$ cat config.mk
export PLATFORM = sky130hd
export DESIGN_NAME = flash_cmd_ctrl
export DESIGN_NICKNAME = d
export VERILOG_FILES = /design/src/rtl/flash_cmd_pkg.sv /design/src/rtl/flash_cmd_seq.sv /design/src/rtl/flash_cmd_status.sv /design/src/rtl/flash_cmd_mode.sv /design/src/rtl/flash_cmd_ctrl.sv
export SDC_FILE = /design/constraint.sdc
export NUM_CORES = 1
export LEC_CHECK = 0
export BUFFER_PORTS_ARGS = -buffer_cell sky130_fd_sc_hd__buf_2
export CORE_MARGIN = 8
export CORE_UTILIZATION = 48
export DETAILED_ROUTE_END_ITERATION = 10
export GPL_TIMING_DRIVEN = 0
export PLACE_DENSITY = 0.8
export SYNTH_ARGS = -nofsm -noshare
export SYNTH_HDL_FRONTEND = slang
export SYNTH_HIERARCHICAL = 1
export SYNTH_SLANG_ARGS = --single-unit
$ cat constraint.sdc
create_clock -name clk_i -period 2.14 [get_ports clk_i]
set_input_delay 0.321 -clock clk_i [delete_from_list [all_inputs] [get_ports clk_i]]
set_output_delay 0.321 -clock clk_i [all_outputs]
set_load 0.05 [all_outputs]
$ cat src/rtl/flash_cmd_pkg.sv
package flash_cmd_pkg;

  typedef enum logic [1:0] {
    RD_ARRAY  = 2'd0,
    RD_STATUS = 2'd1,
    RD_IDENT  = 2'd2
  } rd_mode_e;

  localparam logic [7:0] CMD_READ_ARRAY    = 8'hFF;
  localparam logic [7:0] CMD_READ_STATUS   = 8'h70;
  localparam logic [7:0] CMD_READ_ID       = 8'h90;
  localparam logic [7:0] CMD_CLR_STATUS    = 8'h50;
  localparam logic [7:0] CMD_ERASE_SETUP   = 8'h20;
  localparam logic [7:0] CMD_ERASE_CONFIRM = 8'hD0;
  localparam logic [7:0] CMD_PROG_SETUP    = 8'h10;
  localparam logic [7:0] CMD_PROG_SETUP2   = 8'h40;

  localparam int SB_READY   = 7;
  localparam int SB_SUSP    = 6;
  localparam int SB_ERS_ERR = 5;
  localparam int SB_PRG_ERR = 4;
  localparam int SB_VPP_ERR = 3;

  typedef struct packed {
    logic clr;
    logic ers;
    logic prg;
    logic vpp;
  } err_ev_t;

  typedef struct packed {
    logic     req;
    rd_mode_e mode;
  } mode_req_t;

endpackage

$ cat src/rtl/flash_cmd_seq.sv
module flash_cmd_seq
  import flash_cmd_pkg::*;
#(
  parameter int AW = 18,
  parameter int DW = 16
) (
  input  logic          clk_i,
  input  logic          rst_ni,
  input  logic          wr_i,
  input  logic [DW-1:0] data_i,
  input  logic [AW-1:0] addr_i,
  input  logic          prot_ok_i,
  input  logic          vpp_ok_i,
  input  logic          abort_i,
  input  logic          eng_done_i,
  input  logic          eng_fail_i,
  output logic          busy_o,
  output err_ev_t       ev_o,
  output mode_req_t     mode_req_o,
  output logic          prg_start_o,
  output logic          ers_start_o,
  output logic [AW-1:0] op_addr_o,
  output logic [DW-1:0] op_data_o
);

  typedef enum logic [1:0] {S_IDLE, S_ERS_SETUP, S_PRG_SETUP, S_BUSY} seq_state_e;

  seq_state_e    state_q, state_d;
  logic          op_ers_q, op_ers_d;
  logic          start_prg_d, start_ers_d;
  logic          prg_start_q, ers_start_q;
  logic [AW-1:0] addr_q;
  logic [DW-1:0] data_q;
  logic [7:0]    cmd;

  assign cmd = data_i[7:0];

  always_comb begin
    state_d         = state_q;
    op_ers_d        = op_ers_q;
    start_prg_d     = 1'b0;
    start_ers_d     = 1'b0;
    ev_o            = '{clr: 1'b0, ers: 1'b0, prg: 1'b0, vpp: 1'b0};
    mode_req_o.req  = 1'b0;
    mode_req_o.mode = RD_ARRAY;
    unique case (state_q)
      S_IDLE: begin
        if (wr_i) begin
          unique case (cmd)
            CMD_READ_ARRAY:  begin mode_req_o.req = 1'b1; mode_req_o.mode = RD_ARRAY;  end
            CMD_READ_STATUS: begin mode_req_o.req = 1'b1; mode_req_o.mode = RD_STATUS; end
            CMD_READ_ID:     begin mode_req_o.req = 1'b1; mode_req_o.mode = RD_IDENT;  end
            CMD_CLR_STATUS:  ev_o.clr = 1'b1;
            CMD_ERASE_SETUP: state_d = S_ERS_SETUP;
            CMD_PROG_SETUP, CMD_PROG_SETUP2: state_d = S_PRG_SETUP;
            default: ;
          endcase
        end
      end
      S_ERS_SETUP: begin
        if (wr_i) begin
          mode_req_o.req  = 1'b1;
          mode_req_o.mode = RD_STATUS;
          state_d         = S_IDLE;
          if (cmd != CMD_ERASE_CONFIRM) begin
            ev_o.ers = 1'b1;
            ev_o.prg = 1'b1;
          end else if (!vpp_ok_i) begin
            ev_o.vpp = 1'b1;
            ev_o.ers = 1'b1;
          end else if (!prot_ok_i) begin
            ev_o.ers = 1'b1;
          end else begin
            start_ers_d = 1'b1;
            op_ers_d    = 1'b1;
            state_d     = S_BUSY;
          end
        end
      end
      S_PRG_SETUP: begin
        if (wr_i) begin
          mode_req_o.req  = 1'b1;
          mode_req_o.mode = RD_STATUS;
          state_d         = S_IDLE;
          if (!vpp_ok_i) begin
            ev_o.vpp = 1'b1;
            ev_o.prg = 1'b1;
          end else if (!prot_ok_i) begin
            ev_o.prg = 1'b1;
          end else begin
            start_prg_d = 1'b1;
            op_ers_d    = 1'b0;
            state_d     = S_BUSY;
          end
        end
      end
      S_BUSY: begin
        if (wr_i && cmd == CMD_READ_STATUS) begin
          mode_req_o.req  = 1'b1;
          mode_req_o.mode = RD_STATUS;
        end
        if (abort_i) begin
          ev_o.ers = op_ers_q;
          ev_o.prg = !op_ers_q;
          state_d  = S_IDLE;
        end else if (!vpp_ok_i) begin
          ev_o.vpp = 1'b1;
          ev_o.ers = op_ers_q;
          ev_o.prg = !op_ers_q;
          state_d  = S_IDLE;
        end else if (eng_done_i) begin
          ev_o.ers = eng_fail_i && op_ers_q;
          ev_o.prg = eng_fail_i && !op_ers_q;
          state_d  = S_IDLE;
        end
      end
      default: state_d = S_IDLE;
    endcase
  end

  always_ff @(posedge clk_i or negedge rst_ni) begin
    if (!rst_ni) begin
      state_q     <= S_IDLE;
      op_ers_q    <= 1'b0;
      prg_start_q <= 1'b0;
      ers_start_q <= 1'b0;
      addr_q      <= '0;
      data_q      <= '0;
    end else begin
      state_q     <= state_d;
      op_ers_q    <= op_ers_d;
      prg_start_q <= start_prg_d;
      ers_start_q <= start_ers_d;
      if (start_prg_d || start_ers_d) addr_q <= addr_i;
      if (start_prg_d) data_q <= data_i;
    end
  end

  assign busy_o      = (state_q == S_BUSY);
  assign prg_start_o = prg_start_q;
  assign ers_start_o = ers_start_q;
  assign op_addr_o   = addr_q;
  assign op_data_o   = data_q;

  AST_ONE_START: assert property (@(posedge clk_i) disable iff (!rst_ni)
    !(prg_start_o && ers_start_o));
  AST_ERS_AFTER_CONFIRM: assert property (@(posedge clk_i) disable iff (!rst_ni)
    ers_start_o |-> $past(wr_i && data_i[7:0] == CMD_ERASE_CONFIRM) && op_addr_o == $past(addr_i));
  AST_PRG_LATCH: assert property (@(posedge clk_i) disable iff (!rst_ni)
    prg_start_o |-> $past(wr_i) && op_data_o == $past(data_i) && op_addr_o == $past(addr_i));
  AST_START_BUSY: assert property (@(posedge clk_i) disable iff (!rst_ni)
    (prg_start_o || ers_start_o) |-> busy_o);
  AST_START_GATED: assert property (@(posedge clk_i) disable iff (!rst_ni)
    (prg_start_o || ers_start_o) |-> $past(vpp_ok_i && prot_ok_i));
  AST_BUSY_HOLDS: assert property (@(posedge clk_i) disable iff (!rst_ni)
    (busy_o && wr_i && !eng_done_i && !abort_i && vpp_ok_i) |=> busy_o);

endmodule

$ cat src/rtl/flash_cmd_status.sv
module flash_cmd_status
  import flash_cmd_pkg::*;
(
  input  logic    clk_i,
  input  logic    rst_ni,
  input  err_ev_t ev_i,
  input  logic    busy_i,
  output logic [7:0] status_o
);

  logic ers_err_q, prg_err_q, vpp_err_q;

  always_ff @(posedge clk_i or negedge rst_ni) begin
    if (!rst_ni) begin
      ers_err_q <= 1'b0;
      prg_err_q <= 1'b0;
      vpp_err_q <= 1'b0;
    end else if (ev_i.clr) begin
      ers_err_q <= 1'b0;
      prg_err_q <= 1'b0;
      vpp_err_q <= 1'b0;
    end else begin
      ers_err_q <= ers_err_q | ev_i.ers;
      prg_err_q <= prg_err_q | ev_i.prg;
      vpp_err_q <= vpp_err_q | ev_i.vpp;
    end
  end

  always_comb begin
    status_o             = '0;
    status_o[SB_READY]   = !busy_i;
    status_o[SB_SUSP]    = 1'b0;
    status_o[SB_ERS_ERR] = ers_err_q;
    status_o[SB_PRG_ERR] = prg_err_q;
    status_o[SB_VPP_ERR] = vpp_err_q;
  end

  AST_ERS_STICKY: assert property (@(posedge clk_i) disable iff (!rst_ni)
    $fell(ers_err_q) |-> $past(ev_i.clr));
  AST_PRG_STICKY: assert property (@(posedge clk_i) disable iff (!rst_ni)
    $fell(prg_err_q) |-> $past(ev_i.clr));
  AST_VPP_STICKY: assert property (@(posedge clk_i) disable iff (!rst_ni)
    $fell(vpp_err_q) |-> $past(ev_i.clr));

endmodule

$ cat src/rtl/flash_cmd_mode.sv
module flash_cmd_mode
  import flash_cmd_pkg::*;
(
  input  logic      clk_i,
  input  logic      rst_ni,
  input  mode_req_t req_i,
  input  logic      busy_i,
  output rd_mode_e  mode_o
);

  rd_mode_e mode_q;

  always_ff @(posedge clk_i or negedge rst_ni) begin
    if (!rst_ni)        mode_q <= RD_ARRAY;
    else if (req_i.req) mode_q <= req_i.mode;
  end

  // busy overrides the stored selection without losing it
  assign mode_o = busy_i ? RD_STATUS : mode_q;

endmodule

$ cat src/rtl/flash_cmd_ctrl.sv
module flash_cmd_ctrl
  import flash_cmd_pkg::*;
#(
  parameter int AW = 18,
  parameter int DW = 16
) (
  input  logic          clk_i,
  input  logic          rst_ni,
  input  logic          wr_i,
  input  logic [DW-1:0] data_i,
  input  logic [AW-1:0] addr_i,
  input  logic          prot_ok_i,
  input  logic          vpp_ok_i,
  input  logic          abort_i,
  input  logic          eng_done_i,
  input  logic          eng_fail_i,
  output logic [1:0]    rd_mode_o,
  output logic [7:0]    status_o,
  output logic          prg_start_o,
  output logic          ers_start_o,
  output logic [AW-1:0] op_addr_o,
  output logic [DW-1:0] op_data_o
);

  logic      busy;
  err_ev_t   ev;
  mode_req_t mode_req;
  rd_mode_e  mode;

  flash_cmd_seq #(.AW(AW), .DW(DW)) u_seq (
    .clk_i, .rst_ni, .wr_i, .data_i, .addr_i, .prot_ok_i, .vpp_ok_i,
    .abort_i, .eng_done_i, .eng_fail_i,
    .busy_o      (busy),
    .ev_o        (ev),
    .mode_req_o  (mode_req),
    .prg_start_o (prg_start_o),
    .ers_start_o (ers_start_o),
    .op_addr_o   (op_addr_o),
    .op_data_o   (op_data_o)
  );

  flash_cmd_status u_status (
    .clk_i, .rst_ni,
    .ev_i     (ev),
    .busy_i   (busy),
    .status_o (status_o)
  );

  flash_cmd_mode u_mode (
    .clk_i, .rst_ni,
    .req_i  (mode_req),
    .busy_i (busy),
    .mode_o (mode)
  );

  assign rd_mode_o = mode;

  AST_NOT_READY_STATUS: assert property (@(posedge clk_i) disable iff (!rst_ni)
    !status_o[SB_READY] |-> rd_mode_o == RD_STATUS);

endmodule

==> run metrics <==
Worst Setup Start Kind flip-flop; register area share after synthesis 0.5113; Top delay family on crit path flip-flops; Routed Antenna Nets 0; average detailed-routed wire length per instance 15.65 um; critical path endpoint category flip-flop; leakage power figure 1.533 nW; overall global routing resource usage 0.1428; outcome finished, final reports clean; total congestion overflow 0; ranking of synthesized cells by instance count dfrtp_1 (44), mux2_2 (26), mux2_4 (10); switching part of the total power 0.3214; Setup CP Type reg2reg; detailed-router iteration count before antenna repair 4; internal power consumption 1.464 mW; total wire length after detailed routing 4836 um; Top FF cell, synth dfrtp_1; buffer count from post-CTS setup fixing 0; row cnt 24; Die Area 0.006886 mm^2; I/O pin total 88; vias in the first global route 1724; count of mapped cells out of synthesis 166; final estimated routing congestion in global placement 0.8008; Initial Utilization 0.4945; Reg clk slew, reported paths 0.09 ns; fin. max-slew vios 0; f_max 529.8 MHz; count of endpoints failing hold in the final timing report 0; number of endpoints failing setup at the final stage 0; number of enable-type register cells in the synthesized netlist 0; Critical Path, Cell by Cell inv_1 -> ha_1 -> a31oi_4 -> nor2_8 -> buf_12 -> mux2_4; Critical Path AT 2.07 ns; Hold/Removal Path Class in2async; CTS Buf Count 5; worst rel slew slack 0.3659; number of cells on the worst reg-to-reg path 6; post-synth top area share 0.5113; DR vias/cell 5.175; top-count cell post-synth dfrtp_1; number of fill cells 354; power density cells 784.1 mW/mm^2; Area growth syn-to-layout 27.77%; vertical extent of the die 82.98 um; Setup Total Neg Slack 0 ns; actual transition at the worst max-transition pin 0.9511 ns; net count reported at finish 303; Syn. warnings 6; share of cells above drive strength 1 0.5447; width of the chip 82.98 um; Resized cells post-CTS 0; library cells used by synthesis 40; area of the mapped netlist 0.002153 mm^2; total clock sinks 44; number of buffers and inverters on the critical path 2; clock tree skew after final layout 0.01015 ns; global-route wire length before repair 8266 um; clock root buffer master clkbuf_8; fraction of registers with async set or reset after synthesis 1.000; net switching power 0.6935 mW; insertion delay to the later sink of the worst-skew pair 0.29 ns; I/O Buffers 80; CTS tree built; CTS H-Tree Depth 2; post-synthesis sequential element count 44; part of the total power dissipated in combinational logic 0.265; largest net degree at the start of global routing 45; share of the clock period used by the worst path 0.8820; crit-path max cell delay 0.42 ns; CP max-delay cell dfrtp_1; # diodes 0; CTS hold repair buffers 0; max-cap viol count 0; via count 1599; total core area 0.004354 mm^2; required time at the endpoint of the critical path 2.32 ns; share of total power in sequential cells 0.424; number of antenna violations at the first check in global routing 0; detailed placer's ending HPWL 3727 um; CP max FO 10; worst supply voltage drop on vdd 0.5439 mV; Crit. path cell count 6; setup repair after global routing missed its margin no; clock share of power 0.311; DRC violation count after routing 0; total power after layout 2.157 mW; area of the multi-input gates 934.6 um^2; clock period minus worst slack 1.888 ns; biggest area consumer among synthesized cells dfrtp_1; Avg Cell Area, Syn 12.97 um^2; cell types occupying the most area after synthesis dfrtp_1 (51%), mux2_2 (14%), mux2_4 (7.0%); Starting DRT DRC Count 76; Seq. cell area 0.001101 mm^2; number of buffers on the longest clock path 2
## metrics by stage
step | area, um^2 | instances | util | setup WS [ns] | hold slack [ns]
after floorplan | 2165 | 169 | - | 0.3264 | 0.02541
after detailed placement | 2630 | 301 | 0.6040 | 0.07911 | 0.4818
after CTS | 2751 | 309 | 0.6319 | 0.2415 | 0.2107
after global placement | 2630 | 301 | 0.6040 | 0.08074 | 0.4637
after global routing | 2751 | 309 | 0.6319 | 0.1124 | 0.2370
final | 2751 | 309 | 0.6319 | 0.2524 | 0.1677
## worst register-to-register path: cells and delay by family (launching register included)
family / cells / cell delay (ns)
AO/OA/AOI/OAI: 1 / 0.20
AND/OR/NAND/NOR: 1 / 0.24
adder cells (fa/ha/maj): 1 / 0.32
buffers and inverters: 2 / 0.30
flip-flops: 1 / 0.42
multiplexers: 1 / 0.30
## state kept, by name, summed over array words and instances, names as in the netlist
name,cells
u_seq/ers_start_o,1
u_seq/op_ers_q,1
u_seq/state_q,2
u_mode/mode_q,2
u_seq/op_data_o,16
u_status/vpp_err_q,1
u_seq/op_addr_o,18
u_status/prg_err_q,1
u_seq/prg_start_o,1
u_status/ers_err_q,1
## logic make-up (layout without fill, tap and decap cells)
logic type      after synthesis  count (layout)  synth area share
flops                        44              44            0.5113
mux                          37              37            0.2103
simple gates                 32              32           0.09762
xor+xnor                      1               1          0.004068
buf+inv                      21             109           0.05985
fa+ha+maj                     5               5           0.02905
other cells                   1               4          0.001742
compound gates               25              25           0.08599
## final timing paths
path | from | endpoint | slack (ns)
setup reg to reg | u_seq/state_q[1] | u_seq/op_addr_o[15] | 0.25
max in group asynchronous | rst_ni | u_seq/op_data_o[7] | 1.38
min in group clk_i | data_i[13] | u_seq/op_data_o[13] | 0.25
setup / recovery | u_seq/state_q[1] | u_seq/op_addr_o[15] | 0.25
hold reg to reg | u_status/ers_err_q | u_status/ers_err_q | 0.49
hold / removal | rst_ni | u_seq/op_addr_o[3] | 0.17
## power groups by stage
stage / clock [mW] / sequential, mW / combinational [mW]
floorplan: 0 / 1.03 / 0.313
global placement: 0 / 0.928 / 0.559
detailed placement: 0 / 0.932 / 0.568
CTS: 0.693 / 0.915 / 0.572
global route: 0.721 / 0.923 / 0.617
finish: 0.671 / 0.915 / 0.572
## layout make-up
class                   instances  share of cell area
multi-input cells             104              0.3397
flip-flops and latches         44              0.4002
inverters                       9             0.01228
well taps                      52             0.02365
repair buffers                 80              0.1455
plain buffers                  12             0.03456
clock inverters                 2             0.01410
clock buffers                   6             0.03001
## cells in the final DEF, fill, tap and decap left out, drive strengths merged, types with 4 or more instances in the layout
master  netlist  routed
buf          12      92
clkbuf        0       6
conb          1       4
mux2         36      36
inv           9       9
nand3         5       5
dfrtp        44      44
nand2         5       5
ha            5       5
o21ai         7       7
## per-layer routing
layer  routed length, um  part of all wire  vias up  GRT usage
li1                    -                 -      763          -
met1                1967              0.41      762     0.1593
met2                2332              0.48       68     0.2277
met3                 458             0.095        6    0.06738
met4                  78             0.016        0    0.06070
met5                   0                 0        -          0
(Power assumes the default switching activity.)
